[config.mk]
export PLATFORM = sky130hd
export DESIGN_NAME = gpio_lvl_irq
export DESIGN_NICKNAME = d
export VERILOG_FILES = /design/src/rtl/gpio_lvl_irq_pkg.sv /design/src/rtl/gpio_lvl_irq_sync.sv /design/src/rtl/gpio_lvl_irq_core.sv /design/src/rtl/gpio_lvl_irq_regs.sv /design/src/rtl/gpio_lvl_irq.sv
export SDC_FILE = /design/constraint.sdc
export NUM_CORES = 1
export LEC_CHECK = 0
export BUFFER_PORTS_ARGS = -buffer_cell sky130_fd_sc_hd__buf_2
export CAP_MARGIN = 20
export CORE_MARGIN = 2
export CORE_UTILIZATION = 50
export CTS_BUF_LIST = sky130_fd_sc_hd__clkbuf_4
export DETAILED_ROUTE_END_ITERATION = 8
export HOLD_SLACK_MARGIN = 0.1
export PLACE_DENSITY = 0.69
export RECOVER_POWER = 50
export SYNTH_ARGS = -nofsm -noshare
export SYNTH_HDL_FRONTEND = slang
export SYNTH_SLANG_ARGS = --single-unit
[constraint.sdc]
create_clock -name clk -period 1.5 [get_ports clk]
set_input_delay 0.225 -clock clk [delete_from_list [all_inputs] [get_ports clk]]
set_output_delay 0.225 -clock clk [all_outputs]
set_load 0.02 [all_outputs]
[src/rtl/gpio_lvl_irq_pkg.sv]
package gpio_lvl_irq_pkg;

  // Word index taken from addr[4:2]; the order fixes the software offsets.
  typedef enum logic [2:0] {
    WI_DOUT  = 3'd0,
    WI_DOE   = 3'd1,
    WI_DIN   = 3'd2,
    WI_STS   = 3'd3,
    WI_POLA  = 3'd4,
    WI_IEN   = 3'd5,
    WI_POLB  = 3'd6,
    WI_MUX   = 3'd7
  } word_idx_e;

  localparam int unsigned POL_STRIDE    = 4;
  localparam int unsigned PINS_PER_BANK = 8;

endpackage

[src/rtl/gpio_lvl_irq_sync.sv]
module gpio_lvl_irq_sync #(
  parameter int unsigned WIDTH  = 12,
  parameter int unsigned STAGES = 2
) (
  input  logic             clk,
  input  logic             rst,
  input  logic [WIDTH-1:0] d_async,
  output logic [WIDTH-1:0] q_sync
);

  logic [WIDTH-1:0] stage_q [STAGES];

  for (genvar s = 0; s < STAGES; s++) begin : g_stage
    if (s == 0) begin : g_first
      always_ff @(posedge clk) begin
        if (rst) stage_q[s] <= '0;
        else     stage_q[s] <= d_async;
      end
    end else begin : g_next
      always_ff @(posedge clk) begin
        if (rst) stage_q[s] <= '0;
        else     stage_q[s] <= stage_q[s-1];
      end
    end
  end

  assign q_sync = stage_q[STAGES-1];

endmodule

[src/rtl/gpio_lvl_irq_core.sv]
module gpio_lvl_irq_core
  import gpio_lvl_irq_pkg::*;
#(
  parameter int unsigned NUM_PINS = 12,
  parameter int unsigned DATA_W   = 32
) (
  input  logic                clk,
  input  logic                rst,
  input  logic [NUM_PINS-1:0] lvl_sync,
  input  logic [DATA_W-1:0]   pol_lo,
  input  logic [DATA_W-1:0]   pol_hi,
  input  logic [NUM_PINS-1:0] ien,
  input  logic [NUM_PINS-1:0] ack_mask,
  output logic [NUM_PINS-1:0] status,
  output logic                irq_q
);

  logic [NUM_PINS-1:0] pol_bit;
  logic [NUM_PINS-1:0] active;
  logic [NUM_PINS-1:0] sts_q;
  logic                unused_pol;

  // Pick each pin's polarity bit from its bank at a fixed stride.
  for (genvar p = 0; p < NUM_PINS; p++) begin : g_pol
    if (p < PINS_PER_BANK) begin : g_lo
      assign pol_bit[p] = pol_lo[POL_STRIDE*p];
    end else begin : g_hi
      assign pol_bit[p] = pol_hi[POL_STRIDE*(p-PINS_PER_BANK)];
    end
  end

  assign unused_pol = ^{pol_lo, pol_hi};
  assign active     = lvl_sync ^ pol_bit;

  // The set condition wins over an acknowledge in the same cycle.
  always_ff @(posedge clk) begin
    if (rst) begin
      sts_q <= '0;
      irq_q <= 1'b0;
    end else begin
      sts_q <= active | (sts_q & ~ack_mask);
      irq_q <= |(sts_q & ien);
    end
  end

  assign status = sts_q;

  AST_ACTIVE_SETS: assert property (@(posedge clk) disable iff (rst)
    1'b1 |=> (($past(active) & ~sts_q) == '0));

  AST_STICKY: assert property (@(posedge clk) disable iff (rst)
    1'b1 |=> (($past(sts_q) & ~$past(ack_mask) & ~sts_q) == '0));

  AST_ACK_WHILE_ACTIVE: assert property (@(posedge clk) disable iff (rst)
    ((ack_mask & active) != '0) |=> ((($past(ack_mask) & $past(active)) & ~sts_q) == '0));

endmodule

[src/rtl/gpio_lvl_irq_regs.sv]
module gpio_lvl_irq_regs
  import gpio_lvl_irq_pkg::*;
#(
  parameter int unsigned NUM_PINS = 12,
  parameter int unsigned DATA_W   = 32,
  parameter int unsigned ADDR_W   = 5
) (
  input  logic                clk,
  input  logic                rst,
  input  logic [ADDR_W-1:0]   addr,
  input  logic                wr_en,
  input  logic [DATA_W-1:0]   wr_data,
  input  logic                rd_en,
  output logic [DATA_W-1:0]   rd_data,
  input  logic [NUM_PINS-1:0] lvl_sync,
  input  logic [NUM_PINS-1:0] status,
  output logic [NUM_PINS-1:0] dout_q,
  output logic [NUM_PINS-1:0] doe_q,
  output logic [NUM_PINS-1:0] ien_q,
  output logic [DATA_W-1:0]   pol_lo_q,
  output logic [DATA_W-1:0]   pol_hi_q,
  output logic [DATA_W-1:0]   mux_q,
  output logic [NUM_PINS-1:0] ack_mask
);

  localparam int unsigned IDX_W = 3;

  word_idx_e          idx;
  logic [DATA_W-1:0]  rd_mux;
  logic [DATA_W-1:0]  rd_q;
  logic               unused_addr;

  assign idx         = word_idx_e'(addr[IDX_W+1:2]);
  assign unused_addr = ^addr[1:0];

  always_ff @(posedge clk) begin
    if (rst) begin
      dout_q   <= '0;
      doe_q    <= '0;
      ien_q    <= '0;
      pol_lo_q <= '0;
      pol_hi_q <= '0;
      mux_q    <= '0;
    end else if (wr_en) begin
      case (idx)
        WI_DOUT: dout_q   <= wr_data[NUM_PINS-1:0];
        WI_DOE:  doe_q    <= wr_data[NUM_PINS-1:0];
        WI_IEN:  ien_q    <= wr_data[NUM_PINS-1:0];
        WI_POLA: pol_lo_q <= wr_data;
        WI_POLB: pol_hi_q <= wr_data;
        WI_MUX:  mux_q    <= wr_data;
        default: ;
      endcase
    end
  end

  assign ack_mask = (wr_en && idx == WI_STS) ? wr_data[NUM_PINS-1:0] : '0;

  always_comb begin
    case (idx)
      WI_DOUT: rd_mux = DATA_W'(dout_q);
      WI_DOE:  rd_mux = DATA_W'(doe_q);
      WI_DIN:  rd_mux = DATA_W'(lvl_sync);
      WI_STS:  rd_mux = DATA_W'(status);
      WI_POLA: rd_mux = pol_lo_q;
      WI_IEN:  rd_mux = DATA_W'(ien_q);
      WI_POLB: rd_mux = pol_hi_q;
      default: rd_mux = mux_q;
    endcase
  end

  always_ff @(posedge clk) begin
    if (rst)        rd_q <= '0;
    else if (rd_en) rd_q <= rd_mux;
  end

  assign rd_data = rd_q;

  AST_STS_UPPER_ZERO: assert property (@(posedge clk) disable iff (rst)
    (rd_en && idx == WI_STS) |=> (rd_data[DATA_W-1:NUM_PINS] == '0));

  AST_DIN_NO_WRITE: assert property (@(posedge clk) disable iff (rst)
    (wr_en && idx == WI_DIN) |=> ($stable(dout_q) && $stable(doe_q) && $stable(ien_q)));

endmodule

[src/rtl/gpio_lvl_irq.sv]
module gpio_lvl_irq #(
  parameter int unsigned NUM_PINS    = 12,
  parameter int unsigned DATA_W      = 32,
  parameter int unsigned ADDR_W      = 5,
  parameter int unsigned SYNC_STAGES = 2
) (
  input  logic                clk,
  input  logic                rst,
  input  logic [ADDR_W-1:0]   addr,
  input  logic                wr_en,
  input  logic [DATA_W-1:0]   wr_data,
  input  logic                rd_en,
  output logic [DATA_W-1:0]   rd_data,
  input  logic [NUM_PINS-1:0] pin_in,
  output logic [NUM_PINS-1:0] pin_out,
  output logic [NUM_PINS-1:0] pin_oe,
  output logic [DATA_W-1:0]   mux_sel,
  output logic                irq
);

  logic [NUM_PINS-1:0] lvl_sync;
  logic [NUM_PINS-1:0] status;
  logic [NUM_PINS-1:0] ien;
  logic [NUM_PINS-1:0] ack_mask;
  logic [DATA_W-1:0]   pol_lo;
  logic [DATA_W-1:0]   pol_hi;

  gpio_lvl_irq_sync #(
    .WIDTH  (NUM_PINS),
    .STAGES (SYNC_STAGES)
  ) u_sync (
    .clk     (clk),
    .rst     (rst),
    .d_async (pin_in),
    .q_sync  (lvl_sync)
  );

  gpio_lvl_irq_regs #(
    .NUM_PINS (NUM_PINS),
    .DATA_W   (DATA_W),
    .ADDR_W   (ADDR_W)
  ) u_regs (
    .clk      (clk),
    .rst      (rst),
    .addr     (addr),
    .wr_en    (wr_en),
    .wr_data  (wr_data),
    .rd_en    (rd_en),
    .rd_data  (rd_data),
    .lvl_sync (lvl_sync),
    .status   (status),
    .dout_q   (pin_out),
    .doe_q    (pin_oe),
    .ien_q    (ien),
    .pol_lo_q (pol_lo),
    .pol_hi_q (pol_hi),
    .mux_q    (mux_sel),
    .ack_mask (ack_mask)
  );

  gpio_lvl_irq_core #(
    .NUM_PINS (NUM_PINS),
    .DATA_W   (DATA_W)
  ) u_core (
    .clk      (clk),
    .rst      (rst),
    .lvl_sync (lvl_sync),
    .pol_lo   (pol_lo),
    .pol_hi   (pol_hi),
    .ien      (ien),
    .ack_mask (ack_mask),
    .status   (status),
    .irq_q    (irq)
  );

  AST_RESET_INPUTS: assert property (@(posedge clk) disable iff (rst)
    $past(rst) |-> (pin_oe == '0 && irq == 1'b0));

  AST_IRQ_CAUSE: assert property (@(posedge clk) disable iff (rst)
    $rose(irq) |-> ($past(status & ien) != '0));

endmodule

==> results_dict.tcl <==
set metrics [dict create \
    status "finished clean" \
    setup_viol_count_final 0 \
    drc 0 \
    skew_ns 0.0507 \
    startpoint "u_regs.dout_q[9]$_SDFFE_PP0P_" \
    antenna_left 0 \
    grt_max_degree 65 \
    grt_pass1_wl_mm 39.1 \
    design_area_um2 10800 \
    synthCells 1019 \
    cts_setup_buffers 0 \
    n_fill_cell 1413 \
    h-tree-depth 2 \
    wl_mm 24.5 \
    yosysWarnings 0 \
    cpMaxStageDelayCell "dfxtp_1" \
    whs_path_depth 6 \
    final_cell_mix "nand2_1 (279), dfxtp_1 (195), a21oi_1 (175)" \
    synth_nets 1072 \
    min_period_over_period 0.972 \
    avgSynthCellArea_um2 8.21 \
    vdd_drop_max_mv 0.646 \
    syn_area_um2 8370 \
    final_common_cell "nand2_1" \
    clock_latency_ns 0.66 \
    cp_num_buf_inv 1 \
    p_int_mw 8.25 \
    r2r-end "u_regs.rd_data[0]$_SDFFE_PP0P_" \
    ios 142 \
    maxCapViolations 0 \
    area_growth_pct 29.1 \
    cts_root_buf "clkbuf_4" \
    vias 7999 \
    pwr-share-seq 0.502 \
    cpLargestDelayFamily "flip-flops" \
    worstHoldStart "wr_en" \
    critPathCaptureType "output pin" \
    synth_edf_count 0 \
    fin_crit_ns 1.46 \
    comb_power_share 0.106 \
    cts_made_buffers 50 \
    rows 47 \
    p_sw_frac 0.260 \
    ys_ff_latch 201 \
    start_util 0.508 \
    ys_types 38 \
    worst_pin_slew_ns 0.737 \
    path_class "flop to output pin" \
    synth_ff_type "dfxtp_1" \
    wl_per_cell_um 16.3 \
    relSlewSlack 0.508 \
    gr-usage-all-layers 0.274 \
    placed_area_um2 9710 \
    ys_seq_area_frac 0.481 \
    final_nets 1304 \
    powerDensity_nw_per_um2 1030 \
    routed_via_density 5.32 \
    grt-ovfl-total 0 \
    synthArstFlopShare 0 \
    grt_pass1_vias 7687 \
    drt_iter0_drc 672 \
    cts_tree "built" \
    die_w_um 133 \
    hold_path.class "primary input to flop" \
    min_to "u_regs.ien_q[11]$_SDFFE_PP0P_" \
    antenna_found_initial 1 \
    clockBufferDepth 3 \
    drv_slew 0 \
    r2r_slack_ns 0.13 \
    arrival_ns 1.23 \
    power_frac_clock 0.392 \
    first_pass_iters 5 \
    crit_chain "buf_2" \
    p_total_mw 11.1 \
    core_um2 16500 \
    fmaxAchievable_ghz 0.686 \
    dieHeight_um 133 \
    p_sw_mw 2.90 \
    gp_congestion 0.929 \
    max_stage_delay_ns 0.41 \
    r2r-start "u_regs.dout_q[0]$_SDFFE_PP0P_" \
    startpoint_type "flop" \
    clock_sinks 201 \
    path_clk_slew_ns 0.07 \
    place.detailed.hpwl_mm 16.2 \
    required_ns 1.27 \
    die-area_um2 17800 \
    leakage_nw 4.42 \
    final-hold-violation-count 0 \
    worstRegToRegCells 5 \
    crit_fanout 3 \
    io_buffers 139 \
    drive_gt1_frac 0.238 \
    rsz0062_at_grt "false" \
]
metal layers:
metal	vias up	share of wire	global-route usage
li1	3924	-	-
met1	3725	0.45	0.391
met2	318	0.45	0.408
met3	32	0.083	0.0689
met4	0	0.017	0.0892
met5	-	0	0
worst max-delay path by stage:
stage	slack (ns)	depth (start not counted)	to
CTS	0.003	1	pin_oe[7]
finish	0.04	1	pin_out[9]
global placement	-0.1	7	u_regs.rd_data[0]$_SDFFE_PP0P_
global route	0.003	1	rd_data[7]
floorplan	0.16	5	u_regs.rd_data[2]$_SDFFE_PP0P_
detailed placement	-0.13	8	u_regs.rd_data[0]$_SDFFE_PP0P_
Yosys cell counts (2+ instances only):
cell | count | area (um2)
nand2b_1 | 2 | 12.5
nor4_1 | 9 | 56.3
xor2_1 | 12 | 105
nor3_2 | 2 | 20.0
o22ai_1 | 11 | 68.8
a22o_1 | 3 | 26.3
a31oi_1 | 11 | 68.8
o2bb2ai_1 | 20 | 175
a21oi_1 | 175 | 876
nand3b_1 | 20 | 150
nor2b_1 | 47 | 294
a221oi_1 | 4 | 35.0
buf_6 | 2 | 22.5
buf_4 | 7 | 52.6
nand3_1 | 5 | 25.0
mux2i_1 | 31 | 310
dfxtp_1 | 201 | 4020
mux4_2 | 2 | 45.0
buf_2 | 46 | 230
clkbuf_1 | 28 | 105
nor4bb_1 | 10 | 100
nor2_2 | 3 | 18.8
nor2_1 | 65 | 244
a211oi_1 | 2 | 15.0
nand2_1 | 279 | 1050
nor4b_2 | 10 | 150
per-stage QoR:
| step | util | setup TNS, ns | hold WS, ns | worst slack, ns | instances |
|---|---|---|---|---|---|
| after floorplan | - | 0 | 0.353 | 0.156 | 1019 |
| after global placement | 0.590 | -0.300 | 0.418 | -0.0992 | 1360 |
| after detailed placement | 0.590 | -1.27 | 0.420 | -0.125 | 1360 |
| after CTS | 0.662 | 0 | 0.155 | 0.00250 | 1502 |
| after global routing | 0.656 | 0 | 0.192 | 0.00257 | 1503 |
| final | 0.656 | 0 | 0.194 | 0.0419 | 1503 |
state kept, by name, summed over array words and instances, names as in the netlist:
| register | flops |
|---|---|
| u_core.irq_q | 1 |
| u_core.status | 12 |
| u_regs.doe_q | 12 |
| u_regs.dout_q | 12 |
| u_regs.ien_q | 12 |
| u_regs.mux_q | 32 |
| u_regs.pol_hi_q | 32 |
| u_regs.pol_lo_q | 32 |
| u_regs.rd_data | 32 |
| u_sync.stage_q | 24 |
repair_timing:
item,CTS,global route
gates resized for setup,2,17
hold buffers,59,0
hold endpoints to repair,171,0
setup endpoints to repair,2,14
power by group through the flow:
stage	logic (mW)	registers [mW]	clock network (mW)
after global placement	1.06	5.71	0
after detailed placement	1.08	5.71	0
final	1.18	5.60	4.37
after global routing	1.27	5.61	4.79
after CTS	1.20	5.59	4.49
after floorplan	0.550	5.75	0
layout make-up:
| class | count | area (um2) | share of cell area |
|---|---|---|---|
| clock buffer | 75 | 563 | 0.0521 |
| tap | 220 | 275 | 0.0255 |
| inverter | 1 | 3.75 | 0.000347 |
| timing repair buffer | 263 | 1960 | 0.181 |
| clock inverter | 8 | 33.8 | 0.00313 |
| multi-input combinational | 734 | 3930 | 0.364 |
| sequential | 201 | 4030 | 0.373 |
| antenna | 1 | 2.50 | 0.000232 |
cells by family (layout without fill, tap and decap cells):
logic type	count (synthesis)	after routing	synth area share
compound gates	229	229	0.154
flops	201	201	0.481
buf+inv	84	347	0.0495
xor+xnor	12	12	0.0126
simple gates	459	459	0.260
other cells	0	1	0
mux	34	34	0.0438
Power figures use the tool's default switching activity.
